## src/rtl/rp_pkg.sv

```systemverilog
package rp_pkg;

  // Carry-in source as decoded from the instruction record
  typedef enum logic [1:0] {
    CIN_ZERO = 2'd0,
    CIN_ONE  = 2'd1,
    CIN_FLAG = 2'd2,
    CIN_RSVD = 2'd3
  } cin_sel_e;

  // Index of each flag port in the flag-port array of the top
  localparam int FP_SO_RD = 0;
  localparam int FP_CA_RD = 1;
  localparam int FP_SO_WR = 2;
  localparam int FP_CA_WR = 3;
  localparam int NUM_FLAG_PORTS = 4;

endpackage

```

## src/rtl/rp_need_decode.sv

```systemverilog
module rp_need_decode
  import rp_pkg::*;
(
  input  logic       dec_valid,
  input  logic       ra_use,
  input  logic       rb_use,
  input  logic       rb_imm,
  input  logic       oe,
  input  logic [1:0] cin_sel,
  input  logic       rt_use,
  input  logic       cout,
  output logic       ra_need,
  output logic       rb_need,
  output logic       so_rd_need,
  output logic       ca_rd_need,
  output logic       rt_need,
  output logic       so_wr_need,
  output logic       ca_wr_need
);

  cin_sel_e cin;
  logic     carry_from_flag;

  assign cin             = cin_sel_e'(cin_sel);
  assign carry_from_flag = (cin == CIN_FLAG);

  always_comb begin
    ra_need    = dec_valid & ra_use;
    rb_need    = dec_valid & rb_use & ~rb_imm;
    so_rd_need = dec_valid & oe;
    ca_rd_need = dec_valid & carry_from_flag;
    rt_need    = dec_valid & rt_use;
    so_wr_need = dec_valid & oe;
    ca_wr_need = dec_valid & cout;
  end

  // an immediate B operand never produces a B read
  always_comb begin
    p_imm_no_read_r3: assert (!(rb_imm && rb_need))
      else $error("B read raised for immediate operand");
  end

  // carry read only for the flag source
  always_comb begin
    p_carry_source_r6: assert (!ca_rd_need || cin_sel == 2'd2)
      else $error("carry read raised for non-flag source");
  end

endmodule

```

## src/rtl/rp_int_port.sv

```systemverilog
module rp_int_port #(
  parameter int NREG  = 32,
  localparam int NUMW = (NREG > 1) ? $clog2(NREG) : 1
) (
  input  logic            need_i,
  input  logic [NUMW-1:0] num_i,
  output logic            req_o,
  output logic [NREG-1:0] sel_o
);

  // Unary encoding of a register number
  function automatic logic [NREG-1:0] unary(input logic [NUMW-1:0] n);
    logic [NREG-1:0] v;
    v = '0;
    for (int i = 0; i < NREG; i++) begin
      if (NUMW'(i) == n) v[i] = 1'b1;
    end
    return v;
  endfunction

  logic [NREG-1:0] raw_sel;

  assign raw_sel = unary(num_i);
  assign req_o   = need_i;
  assign sel_o   = need_i ? raw_sel : '0;

  // the select vector carries exactly one bit while requested, none otherwise
  always_comb begin
    p_sel_onehot_r4: assert ($countones(sel_o) == (req_o ? 1 : 0))
      else $error("select vector not consistent with request");
  end

endmodule

```

## src/rtl/rp_flag_port.sv

```systemverilog
module rp_flag_port #(
  parameter int            XW   = 64,
  parameter logic [XW-1:0] MASK = '0
) (
  input  logic          need_i,
  output logic          req_o,
  output logic [XW-1:0] mask_o
);

  assign req_o  = need_i;
  assign mask_o = need_i ? MASK : '0;

  // A raised mask never touches bits outside the port's field
  always_comb begin
    p_mask_in_field: assert ((mask_o & ~MASK) == '0)
      else $error("flag mask outside field");
  end

endmodule

```

## src/rtl/rp_req_gen.sv

```systemverilog
module rp_req_gen
  import rp_pkg::*;
#(
  parameter int NREG     = 32,
  parameter int XW       = 64,
  parameter int SO_BIT   = 32,
  parameter int CA_BIT   = 34,
  parameter int CA32_BIT = 45,
  localparam int NUMW    = (NREG > 1) ? $clog2(NREG) : 1
) (
  input  logic            dec_valid,
  input  logic            ra_use,
  input  logic [NUMW-1:0] ra_num,
  input  logic            rb_use,
  input  logic            rb_imm,
  input  logic [NUMW-1:0] rb_num,
  input  logic            oe,
  input  logic [1:0]      cin_sel,
  input  logic            rt_use,
  input  logic [NUMW-1:0] rt_num,
  input  logic            cout,
  output logic            ra_rd_req,
  output logic [NREG-1:0] ra_rd_sel,
  output logic            rb_rd_req,
  output logic [NREG-1:0] rb_rd_sel,
  output logic            so_rd_req,
  output logic [XW-1:0]   so_rd_mask,
  output logic            ca_rd_req,
  output logic [XW-1:0]   ca_rd_mask,
  output logic            rt_wr_req,
  output logic [NREG-1:0] rt_wr_sel,
  output logic            so_wr_req,
  output logic [XW-1:0]   so_wr_mask,
  output logic            ca_wr_req,
  output logic [XW-1:0]   ca_wr_mask
);

  localparam logic [XW-1:0] SO_MASK = XW'(1) << SO_BIT;
  localparam logic [XW-1:0] CA_MASK = (XW'(1) << CA_BIT) | (XW'(1) << CA32_BIT);
  localparam int NUM_INT = 3;  // A read, B read, result write

  // Need flags, brought out by name
  logic ra_need, rb_need, so_rd_need, ca_rd_need;
  logic rt_need, so_wr_need, ca_wr_need;

  rp_need_decode u_need (
    .dec_valid  (dec_valid),
    .ra_use     (ra_use),
    .rb_use     (rb_use),
    .rb_imm     (rb_imm),
    .oe         (oe),
    .cin_sel    (cin_sel),
    .rt_use     (rt_use),
    .cout       (cout),
    .ra_need    (ra_need),
    .rb_need    (rb_need),
    .so_rd_need (so_rd_need),
    .ca_rd_need (ca_rd_need),
    .rt_need    (rt_need),
    .so_wr_need (so_wr_need),
    .ca_wr_need (ca_wr_need)
  );

  // Integer ports
  logic [NUM_INT-1:0]           int_need;
  logic [NUM_INT-1:0][NUMW-1:0] int_num;
  logic [NUM_INT-1:0]           int_req;
  logic [NUM_INT-1:0][NREG-1:0] int_sel;

  assign int_need = {rt_need, rb_need, ra_need};
  assign int_num  = {rt_num, rb_num, ra_num};

  for (genvar g = 0; g < NUM_INT; g++) begin : g_int
    rp_int_port #(.NREG(NREG)) u_port (
      .need_i (int_need[g]),
      .num_i  (int_num[g]),
      .req_o  (int_req[g]),
      .sel_o  (int_sel[g])
    );
  end

  assign ra_rd_req = int_req[0];
  assign ra_rd_sel = int_sel[0];
  assign rb_rd_req = int_req[1];
  assign rb_rd_sel = int_sel[1];
  assign rt_wr_req = int_req[2];
  assign rt_wr_sel = int_sel[2];

  // Flag ports on the exception register
  logic [NUM_FLAG_PORTS-1:0]         fl_need;
  logic [NUM_FLAG_PORTS-1:0]         fl_req;
  logic [NUM_FLAG_PORTS-1:0][XW-1:0] fl_mask;

  always_comb begin
    fl_need           = '0;
    fl_need[FP_SO_RD] = so_rd_need;
    fl_need[FP_CA_RD] = ca_rd_need;
    fl_need[FP_SO_WR] = so_wr_need;
    fl_need[FP_CA_WR] = ca_wr_need;
  end

  for (genvar f = 0; f < NUM_FLAG_PORTS; f++) begin : g_flag
    localparam logic [XW-1:0] FMASK =
      (f == FP_SO_RD || f == FP_SO_WR) ? SO_MASK : CA_MASK;
    rp_flag_port #(.XW(XW), .MASK(FMASK)) u_port (
      .need_i (fl_need[f]),
      .req_o  (fl_req[f]),
      .mask_o (fl_mask[f])
    );
  end

  assign so_rd_req  = fl_req[FP_SO_RD];
  assign so_rd_mask = fl_mask[FP_SO_RD];
  assign ca_rd_req  = fl_req[FP_CA_RD];
  assign ca_rd_mask = fl_mask[FP_CA_RD];
  assign so_wr_req  = fl_req[FP_SO_WR];
  assign so_wr_mask = fl_mask[FP_SO_WR];
  assign ca_wr_req  = fl_req[FP_CA_WR];
  assign ca_wr_mask = fl_mask[FP_CA_WR];

  // an invalid record raises nothing on any port
  always_comb begin
    p_idle_quiet_r1: assert (dec_valid ||
      (int_req == '0 && fl_req == '0 && int_sel == '0 && fl_mask == '0))
      else $error("request raised without valid record");
  end

  // summary-overflow read only with overflow enable
  always_comb begin
    p_so_read_oe_r5: assert (!so_rd_req || oe)
      else $error("SO read without OE");
  end

  // flag write enables only follow their instruction bits
  always_comb begin
    p_flag_write_r8: assert ((!so_wr_req || oe) && (!ca_wr_req || cout))
      else $error("flag write without its source bit");
  end

endmodule

```

## config.mk

```make
export PLATFORM = sky130hd
export DESIGN_NAME = rp_req_gen
export DESIGN_NICKNAME = d
export VERILOG_FILES = /design/src/rtl/rp_pkg.sv /design/src/rtl/rp_need_decode.sv /design/src/rtl/rp_int_port.sv /design/src/rtl/rp_flag_port.sv /design/src/rtl/rp_req_gen.sv
export SDC_FILE = /design/constraint.sdc
export NUM_CORES = 1
export LEC_CHECK = 0
export ABC_CLOCK_PERIOD_IN_PS = 2200
export BUFFER_PORTS_ARGS = -buffer_cell sky130_fd_sc_hd__buf_2
export CAP_MARGIN = 20
export CORE_AREA = 2 2 147 149
export DETAILED_ROUTE_END_ITERATION = 10
export DIE_AREA = 0 0 149 151
export PLACE_DENSITY = 0.43
export SLEW_MARGIN = 20
export SYNTH_ARGS = -nofsm -noshare
export SYNTH_HDL_FRONTEND = slang
export SYNTH_SLANG_ARGS = --single-unit
export TNS_END_PERCENT = 10
```

## constraint.sdc

```tcl
create_clock -name vclk -period 2.2
set_input_delay 0 -clock vclk [all_inputs]
set_output_delay 0 -clock vclk [all_outputs]
set_load 0.02 [all_outputs]
```

# Yosys cells after proc, flatten, opt, wreduce, memory -nomap -nowiden
# Cells that the tools add are included.
# word_totals
register_bits	0
inputBits	24
output_inout_bits	359
word_cells	207
# classes
eq_ne	94
n_mux	102
bitwise	8
reduce_logical	3
# op_table
cell	count
5-bit == test (first input constant)	48
4-bit by 5-bit == test with 1-bit output (first input constant)	24
1-bit 2-to-1 mux	96
32-bit 2-to-1 mux	3
46-bit 2-to-1 mux	2
3-bit by 5-bit == test with 1-bit output (first input constant)	12
33-bit 2-to-1 mux	1
2-bit by 5-bit == test with 1-bit output (first input constant)	6
1-bit by 5-bit == test with 1-bit output (first input constant)	3
5-bit logical NOT	3
1-bit bitwise AND	7
2-bit == test (second input constant)	1
1-bit inverter	1

# Logic depth before layout (Yosys ltp)
# Gate-level depths: netlist of run 1.
# depth
ltp_word	3
ltp_mapped	4
ltp_nobuf	2

# Cells and area by module
# A second synthesis of run 1 with hierarchy kept.
# hier_totals
hier_cells	415
area_unflattened_um2	2746.4
# modules_own_cells
module	instances	cells_each	area_each_um2	seq_area_each_um2
rp_flag_port	4	66	491.7	0.0
rp_int_port	3	48	241.5	0.0
rp_need_decode	1	7	55.1	0.0

# Worst setup path before layout of run 1
# Ideal clock, no wire load.
# synth_timing
path_type	input to output
from	in ra_num[1]
to	out ra_rd_sel[1]
arrival_ns	1.139
required_ns	2.200
slack_ns	1.061
stages	4
path_buffers	2
path_cell_list	buf_2 nand2b_1 clkbuf_1 nor4_1
# synth_between
elab_chain_len	3
# synth_lines
item	line	source
start, declared	rp_req_gen.sv:13	input logic [NUMW-1:0] ra_num,
1-bit by 5-bit == test with 1-bit output	rp_int_port.sv:16	if (NUMW'(i) == n) v[i] = 1'b1;
1-bit 2-to-1 mux	rp_int_port.sv:16	
32-bit 2-to-1 mux	rp_int_port.sv:25	assign sel_o = need_i ? raw_sel : '0;
end, declared	rp_req_gen.sv:23	output logic [NREG-1:0] ra_rd_sel,
# Every way passes these cells.

# Final worst setup path of run 1
# layout_timing
from	in dec_valid
to	out rt_wr_sel[3]
# layout_between
elab_chain_len	2
# layout_lines
item	line	source
start, declared	rp_req_gen.sv:11	input logic dec_valid,
1-bit bitwise AND	rp_need_decode.sv:32	rt_need = dec_valid & rt_use;
32-bit 2-to-1 mux	rp_int_port.sv:25	
end, declared	rp_req_gen.sv:31	output logic [NREG-1:0] rt_wr_sel,
# Every way passes these cells.

==> results of run 1 <==
## metrics by stage
| step | utilization | setup slack, ns | cells | hold slack [ns] |
|---|---|---|---|---|
| after detailed placement | 0.1327 | 0.8302 | 794 | 0.4036 |
| final | 0.1327 | 0.8811 | 794 | 0.3992 |
| after CTS | 0.1327 | 0.8193 | 794 | 0.4029 |
| after global placement | 0.1327 | 0.8676 | 794 | 0.4042 |
| after floorplan | - | 1.061 | 669 | 0.1664 |
| after global routing | 0.1327 | 0.6798 | 794 | 0.4228 |
## final timing paths
path | endpoint | cells after the start
setup / recovery | rt_wr_sel[3] | 5
hold / removal | rb_rd_sel[1] | 3
## routing by layer
| metal | routed length (um) | vias up | global-route usage |
|---|---|---|---|
| met5 | 0 | - | 0 |
| met4 | 0 | 0 | 0 |
| met3 | 791 | 0 | 0.003916 |
| met2 | 3827 | 196 | 0.09770 |
| met1 | 2984 | 1057 | 0.07319 |
| li1 | - | 1076 | - |
## worst min-delay path: cells and delay by family
family / cells / cell delay, ns
buffers and inverters: 2 / 0.32
and+or+nand+nor: 1 / 0.07
## layout make-up
cell class	count	area, um2	share of cell area
Multi-Input combinational cell	382	1724	0.6238
Tap cell	275	344.1	0.1245
Timing Repair Buffer	137	695.7	0.2517
## cell usage in the layout (no fill, tap or decap), drive strengths merged
cell     count
conb       250
buf        137
nor3        64
nor4        28
nand2b      13
nand2        6
and2         4
nor2         4
and3b        2
or2          2
nand3        2
or4          2
nand3b       2
nand4b       2
nand4bb      1
## power by group through the flow
stage | logic, uW | clock network, uW | registers [uW]
2_1_floorplan | 858 | 0 | 0
3_3_place_gp | 579 | 0 | 0
3_5_place_dp | 577 | 0 | 0
4_1_cts | 577 | 0 | 0
5_1_grt | 635 | 0 | 0
6_report | 585 | 0 | 0
## synth_stat cells (2+ instances only)
| library cell | instances |
|---|---|
| nor2_1 | 2 |
| nand2_1 | 6 |
| buf_6 | 5 |
| nor2_2 | 2 |
| nor4_1 | 27 |
| nand3b_2 | 2 |
| or4_4 | 2 |
| nand3_1 | 2 |
| or2_2 | 2 |
| clkbuf_1 | 12 |
| and3b_1 | 2 |
| buf_4 | 257 |
| and2_1 | 4 |
| buf_2 | 13 |
| nand2b_1 | 13 |
| nor3_1 | 64 |
## kinds of logic after synthesis
logic type / count (synthesis) / share of synthesized area
AND/OR/NAND/NOR: 132 / 0.2723
other: 1 / 0.001300
buffers and inverters: 287 / 0.7264
==> metrics.md, run 1 <==
| Metric | Value |
|---|---|
| Tot GR Track Use | `0.05350` |
| Final Max Tran Viols | `0` |
| # diodes | `0` |
| Fin. Hold Viols | `0` |
| DRC | `0` |
| Crit-path max cell delay | `0.38 ns` |
| I/O Buffers | `around 130` |
| Most used cell along the critical path | `buf_2` |
| Yosys top cell by area | `buf_4` |
| Worst Setup SP | `dec_valid` |
| Hold crit path type | `in -> out` |
| Worst vdd ir | `0.07713 mV` |
| CP Cell Sequence | `buf_2 > buf_4 > nand3b_2 > nor4_1 > buf_2` |
| Yosys warns | `0` |
| ANT nets after route | `0` |
| Min-delay src | `rb_num[2]` |
| Pwr Total | `585.0 uW` |
| First-pass GRT wire length | `roughly 9600 um` |
| Routability cong. | `roughly 0.66` |
| P_leak | `about 0.0017 uW` |
| Dominant cells by area after synthesis | `buf_4 67%, nor3_1 11%, nor4_1 5.9%, nand2b_1 2.8%, buf_2 2.3%` |
| Worst path slowest cell | `nor4_1` |
| Post-DP Area | `around 2800 um2` |
| Min Tclk post-route | `about 1.3 ns` |
| Largest net degree at the start of global routing | `17` |
| DR iter-0 viols | `55` |
| Cts hold-fix bufs | `0` |
| Sequential cell count | `0` |
| Die area | `around 22,000 um2` |
| Netlist cell types | `21` |
| Critical path buffer and inverter count | `3` |
| Share of cells above drive strength 1 | `0.2852` |
| Clock power frac | `0` |
| Fill count | `2,493` |
| Power Density | `211.7 nW/um2` |
| CP delay by family, top | `simple AND/OR/NAND/NOR gates` |
| Area Growth Syn to Fin | `-4.206%` |
| Register area share after synthesis | `0` |
| CORE AREA | `between 20,000 and 25,000 um2` |
| Switching Fraction | `0.9042` |
| Average cell area after synthesis | `between 6 and 7 um2` |
| CP required | `around 2.2 ns` |
| Final nets | `545` |
| Final Cycle Share | `0.5995` |
| Sw Pwr | `between 500 and 600 uW` |
| Setup bufs post-CTS | `0` |
| IO Count | `383` |
| Die width | `149 um` |
| Status | `finished clean` |
| Design area | `2764 um2` |
| Wire per inst | `between 9 and 10 um` |
| P_int | `56.02 uW` |
| Initial core utilization | `0.1386` |
| Worst-path maximum fanout | `16` |
| RSZ-0062 raised after global routing | `false` |
| Vias in the first global route | `1,569` |
| HPWL after DPL | `roughly 6900 um` |
| CP arrival | `1.32 ns` |
| Via density per instance | `between 2 and 3` |
| Overflow after GRT | `0` |
| Critical setup path kind | `in -> out` |
| Worst Setup End Kind | `primary output` |
| Synth Cell Area | `~2900 um2` |
| Final wirelength | `approximately 7600 um` |
| Setup TNS | `0 ns` |
| Storage cell area | `0 um2` |
| Cts repair resizes | `0` |
| Drt pass-1 iters | `4` |
| Via count | `2,329` |
| Top cell type's share of synthesized area | `0.6687` |
| Rows | `53` |
| Max Cap Violations | `0` |
| Synth Instances | `420` |
| Fmax | `approximately 0.76 GHz` |
| Clock Buffer Count | `0` |
| Die Y | `151 um` |
| Comb pwr share | `1.000` |
| Setup Viol. Count Final | `0` |
| Reg power frac | `0` |
| Initial antenna violation count | `0` |
| Critical Path Start Type | `input pin` |
No activity file was read; power rests on OpenSTA's default activity.
==> inputs of run 2 (changes only) <==
Settings changed: ABC_CLOCK_PERIOD_IN_PS 2200 to 1300, CORE_AREA 2 2 147 149 to 2 2 149 151, DIE_AREA 0 0 149 151 to 0 0 151 153, PLACE_DENSITY 0.43 to 0.42.
Clock period 2.2 ns to 1.3 ns, I/O delays scaled along.
==> run 2 against run 1 <==
Cell area up 1.9%. Die area grew 2.7%. Critical path type unchanged. Setup slack got worse by 0.67 ns. Via count fell by 1.4%.
==> metrics.md, run 2 (same netlist as run 1, synthesis figures left out) <==
| Metric | Value |
|---|---|
| Final Max Tran Viols | `0 (unchanged)` |
| Status | `finished clean` |
| Most common cell after layout, fill and taps aside | `conb_1` |
| Final core utilization | `0.1310 (-0.001709)` |
| Cts hold-fix bufs | `0 (unchanged)` |
| Via density per instance | `2.856 (-2.6%)` |
| Post-DP Area | `2813 um2 (+1.8%)` |
| Area Growth Syn to Fin | `-2.428%` |
| Die Y | `153 um (+1.3%)` |
| Drt pass-1 iters | `4 (unchanged)` |
| Fin. Hold Viols | `0 (unchanged)` |
| Final cell count without fillers | `804 (+1.3%)` |
| RSZ-0062 raised after global routing | `false` |
| DRC | `0 (unchanged)` |
| CORE AREA | `21,490 um2 (+3.2%)` |
| P_leak | `0.001689 uW (+1.4%)` |
| Via count | `2,296 (-1.4%)` |
| Largest net degree at the start of global routing | `17 (unchanged)` |
| Die width | `151 um (+1.3%)` |
| Final Cycle Share | `0.8357` |
| Die area | `23,100 um2 (+2.7%)` |
| CP required | `1.30 ns (-0.90 ns)` |
| HPWL after DPL | `6284 um (-8.7%)` |
| Initial antenna violation count | `0 (unchanged)` |
| I/O Buffers | `133 (unchanged)` |
| Wire per inst | `8.820 um (-7.9%)` |
| Power Density | `354.7 nW/um2 (+68%)` |
| Sequential cell count | `0 (unchanged)` |
| CP arrival | `1.09 ns (-0.23 ns)` |
| Placed insts | `803 (+1.1%)` |
| Setup Viol. Count Final | `0 (unchanged)` |
| Final wirelength | `7091 um (-6.7%)` |
| Most frequent cells in the layout | `250 x conb_1, 133 x buf_2, 64 x nor3_1, 27 x nor4_1, 13 x nand2b_1` |
| Storage cell area | `0 um2 (unchanged)` |
| Min Tclk post-route | `about 1.1 ns` |
| Setup bufs post-CTS | `0 (unchanged)` |
| Worst vdd ir | `0.09437 mV (+22%)` |
| Design area | `2815 um2 (+1.9%)` |
| Worst-path maximum fanout | `14 (-2)` |
| Fmax | `0.9204 GHz` |
| Clock Buffer Count | `0 (unchanged)` |
| Share of cells above drive strength 1 | `0.2906 (+0.005467)` |
| Tot GR Track Use | `0.04810 (-0.005399)` |
| Overflow after GRT | `0 (unchanged)` |
| Final nets | `549 (+0.73%)` |
| WHS Path Cells | `3 (unchanged)` |
| Setup TNS | `0 ns (unchanged)` |
| Hold crit path type | `in -> out` |
| First-pass GRT wire length | `9128 um (-5.0%)` |
| Rows | `54 (+1.9%)` |
| Worst Setup End Kind | `primary output` |
| Critical setup path kind | `in -> out` |
| IO Count | `383 (unchanged)` |
| Pwr Total | `998.7 uW (+71%)` |
| Cts repair resizes | `0 (unchanged)` |
| DR iter-0 viols | `89 (+62%)` |
| Critical Path Start Type | `input pin` |
| Initial core utilization | `0.1343 (-0.004277)` |
| Max Cap Violations | `0 (unchanged)` |
| ANT nets after route | `0 (unchanged)` |
| Routability cong. | `0.6597 (-0.32%)` |
| Vias in the first global route | `1,560 (-0.57%)` |
[run 2: changes by cell type in the layout (fill, tap and decap cells not counted), sizes merged]
cell   delta
buf       +4
diode     +1
[run 2: critical path, stage by stage]
cell and delay, ns:
buf_2 0.10, buf_12 0.15, nand3_1 0.18, buf_4 0.23, nor4_1 0.21, buf_2 0.21
[run 2: routing by layer]
layer	vias to the layer above	part of all wire	track usage	wire, um
met2	210	0.48	0.08745	3427
met4	0	0	0	0
met1	1009	0.41	0.06691	2913
li1	1077	-	-	-
met3	0	0.11	0.001493	749
met5	-	0	0	0
[run 2: cell type report]
class                      count  area [um2]
antenna                        1       2.502
fill                        2534       18670
multi-input combinational    382        1724
tap                          280       350.3
timing repair buffer         141       738.2
[run 2: worst paths after layout]
check,from,end,slack (ns)
worst min-delay path,ra_use,ra_rd_req,0.38
worst max-delay path,dec_valid,rt_wr_sel[18],0.21
[run 2: power by group]
group          switching (uW)  internal (uW)  total [uW]    leakage, uW
clock network               0      0.0000789   0.0000789  0.00000000634
registers                   0              0           0              0
logic                     892            106         999        0.00169
[run 2: through the flow]
step | setup slack, ns | hold WS [ns]
after floorplan | 0.1607 | 0.1664
after global placement | 0.2260 | 0.3789
after detailed placement | 0.2151 | 0.3851
after CTS | 0.2126 | 0.3851
after global routing | 0.06114 | 0.4130
final | 0.2136 | 0.3796
==> inputs of run 3 (changes only) <==
Settings changed: ABC_CLOCK_PERIOD_IN_PS 1300 to 1100.
Clock period 1.3 ns to 1.1 ns, I/O delays scaled along.
==> run 3 against run 2 <==
Global-route usage is 0.092 points higher. Cell area increased by 4.0%. Cell count up 0.62%. Via count is 1.8% higher. Critical endpoint is now rt_wr_sel[0]. Highest routed layer is now met4. Worst hold slack worse by 0.038 ns.
==> metrics.md, run 3 (same netlist as run 1, synthesis figures left out) <==
| Metric | Value |
|---|---|
| Drt pass-1 iters | `4 (unchanged)` |
| Area Growth Syn to Fin | `1.474%` |
| Design area | `2928 um2 (+4.0%)` |
| Storage cell area | `0 um2 (unchanged)` |
| Worst path slowest cell | `or4_4` |
| Min-delay src | `ra_num[1]` |
| HPWL after DPL | `6344 um (+0.96%)` |
| Hold slack | `0.3418 ns (-0.03775 ns)` |
| Largest net degree at the start of global routing | `17 (unchanged)` |
| CP Cell Sequence | `buf_2 > or4_4 > nor2_2 > buf_2` |
| Wire per inst | `8.731 um (-1.0%)` |
| Via count | `2,337 (+1.8%)` |
| Critical setup path kind | `in -> out` |
| Rows | `54 (unchanged)` |
| P_leak | `0.001733 uW (+2.6%)` |
| # diodes | `0 (-1)` |
| Multi-input logic area | `1777 um2 (+3.0%)` |
| I/O Buffers | `133 (unchanged)` |
| CP delay by family, top | `simple AND/OR/NAND/NOR gates` |
| CORE AREA | `21,490 um2 (unchanged)` |
| IO Count | `383 (unchanged)` |
| Tot GR Track Use | `0.04902 (+0.0009238)` |
| Most used cell along the critical path | `buf_2` |
| Min Tclk post-route | `between 1 and 1.5 ns` |
| Worst-path maximum fanout | `10 (-4)` |
| Routability cong. | `0.6771 (+2.6%)` |
| Crit-path max cell delay | `0.57 ns (+0.34 ns)` |
| Worst setup path end | `rt_wr_sel[0]` |
| Critical path buffer and inverter count | `2 (-2)` |
| Most common cell after layout, fill and taps aside | `conb_1` |
| Hold crit path type | `in -> out` |
| CP arrival | `1.04 ns (-0.05 ns)` |
| Worst Setup End Kind | `primary output` |
| Critical Path Start Type | `input pin` |
| Worst vdd ir | `0.1132 mV (+20%)` |
| Fmax | `a little under 1 GHz` |
| Setup Viol. Count Final | `0 (unchanged)` |
| DR iter-0 viols | `75 (-16%)` |
| Final wirelength | `7063 um (-0.39%)` |
| ANT nets after route | `0 (unchanged)` |
| Vias in the first global route | `1,618 (+3.7%)` |
| Power Density | `414.2 nW/um2 (+17%)` |
| Worst Setup SP | `rt_num[0]` |
| Status | `finished clean` |
| First-pass GRT wire length | `9349 um (+2.4%)` |
| WP depth | `4 (-2)` |
| Final nets | `555 (+1.1%)` |
| Share of cells above drive strength 1 | `0.3119 (+0.02128)` |
| Die Y | `153 um (unchanged)` |
| Post-DP Area | `2870 um2 (+2.0%)` |
| Most frequent cells in the layout | `250 x conb_1, 131 x buf_2, 64 x nor3_1, 20 x nor4_1` |
| Sequential cell count | `0 (unchanged)` |
| Initial antenna violation count | `0 (unchanged)` |
| Die width | `151 um (unchanged)` |
| Final core utilization | `0.1363 (+0.005241)` |
| Fin. Hold Viols | `0 (unchanged)` |
| Max Cap Violations | `0 (unchanged)` |
| Clock Buffer Count | `0 (unchanged)` |
| Via density per instance | `2.889 (+1.2%)` |
| DRC | `0 (unchanged)` |
| Fill count | `2,546 (+0.47%)` |
| Final Cycle Share | `0.9435` |
| Die area | `23,100 um2 (unchanged)` |
| Final Max Tran Viols | `0 (unchanged)` |
| Initial core utilization | `0.1343 (unchanged)` |
| Overflow after GRT | `0 (unchanged)` |
| CP required | `1.10 ns (-0.20 ns)` |
| WHS Path Cells | `3 (unchanged)` |
| RSZ-0062 raised after global routing | `true` |
-- run 3: cell count changes in the layout (fill, tap and decap cells not counted), moves of 2 or more --
cell	delta
buf_2	-2
buf_4	+6
nor4_1	-7
nor4_2	+7
-- run 3: worst min-delay path by stage --
stage / slack [ns] / to
finish: 0.34 / ra_rd_sel[12]
floorplan: 0.17 / rb_rd_sel[1]
global placement: 0.34 / ra_rd_sel[12]
CTS: 0.34 / ra_rd_sel[12]
global route: 0.36 / ra_rd_sel[12]
detailed placement: 0.34 / ra_rd_sel[12]
-- run 3: cell type report --
type                       count  share of cell area
multi-input combinational    382              0.6068
timing repair buffer         147              0.2735
tap                          280              0.1197
-- run 3: what timing repair did --
item	4_1_cts	5_1_grt
hold buffers	0	0
buffers inserted	0	0
gates resized for setup	2	8
setup endpoints to repair	2	18
-- run 3: routing by layer --
layer | vias to the layer above | GRT usage | share of wire | wire length [um]
li1 | 1085 | - | - | -
met1 | 1049 | 0.06439 | 0.38 | 2719
met2 | 201 | 0.09286 | 0.51 | 3577
met3 | 2 | 0.001791 | 0.11 | 745
met4 | 0 | 0.001335 | 0.0030 | 21
met5 | - | 0 | 0 | 0
-- run 3: per-stage QoR --
| step | setup TNS [ns] | instances | power, uW | setup slack (ns) |
|---|---|---|---|---|
| after floorplan | -0.2305 | 669 | 1716 | -0.03930 |
| after global placement | 0 | 809 | 1186 | 0.009291 |
| after detailed placement | -0.02390 | 809 | 1181 | -0.02390 |
| after CTS | 0 | 809 | 1186 | 0.03387 |
| after global routing | -0.1659 | 809 | 1306 | -0.05350 |
| final | 0 | 809 | 1213 | 0.06211 |
-- run 3: tightest hold or removal path, cell delays in order --
cell,delay [ns]
buf_2,0.13
nor4_1,0.06
buf_2,0.15
-- run 3: power breakdown --
part	total [uW]	internal, uW	switching (uW)
logic	1210	146	1070
registers	0	0	0
clock network	0	0	0
total	1210	146	1070
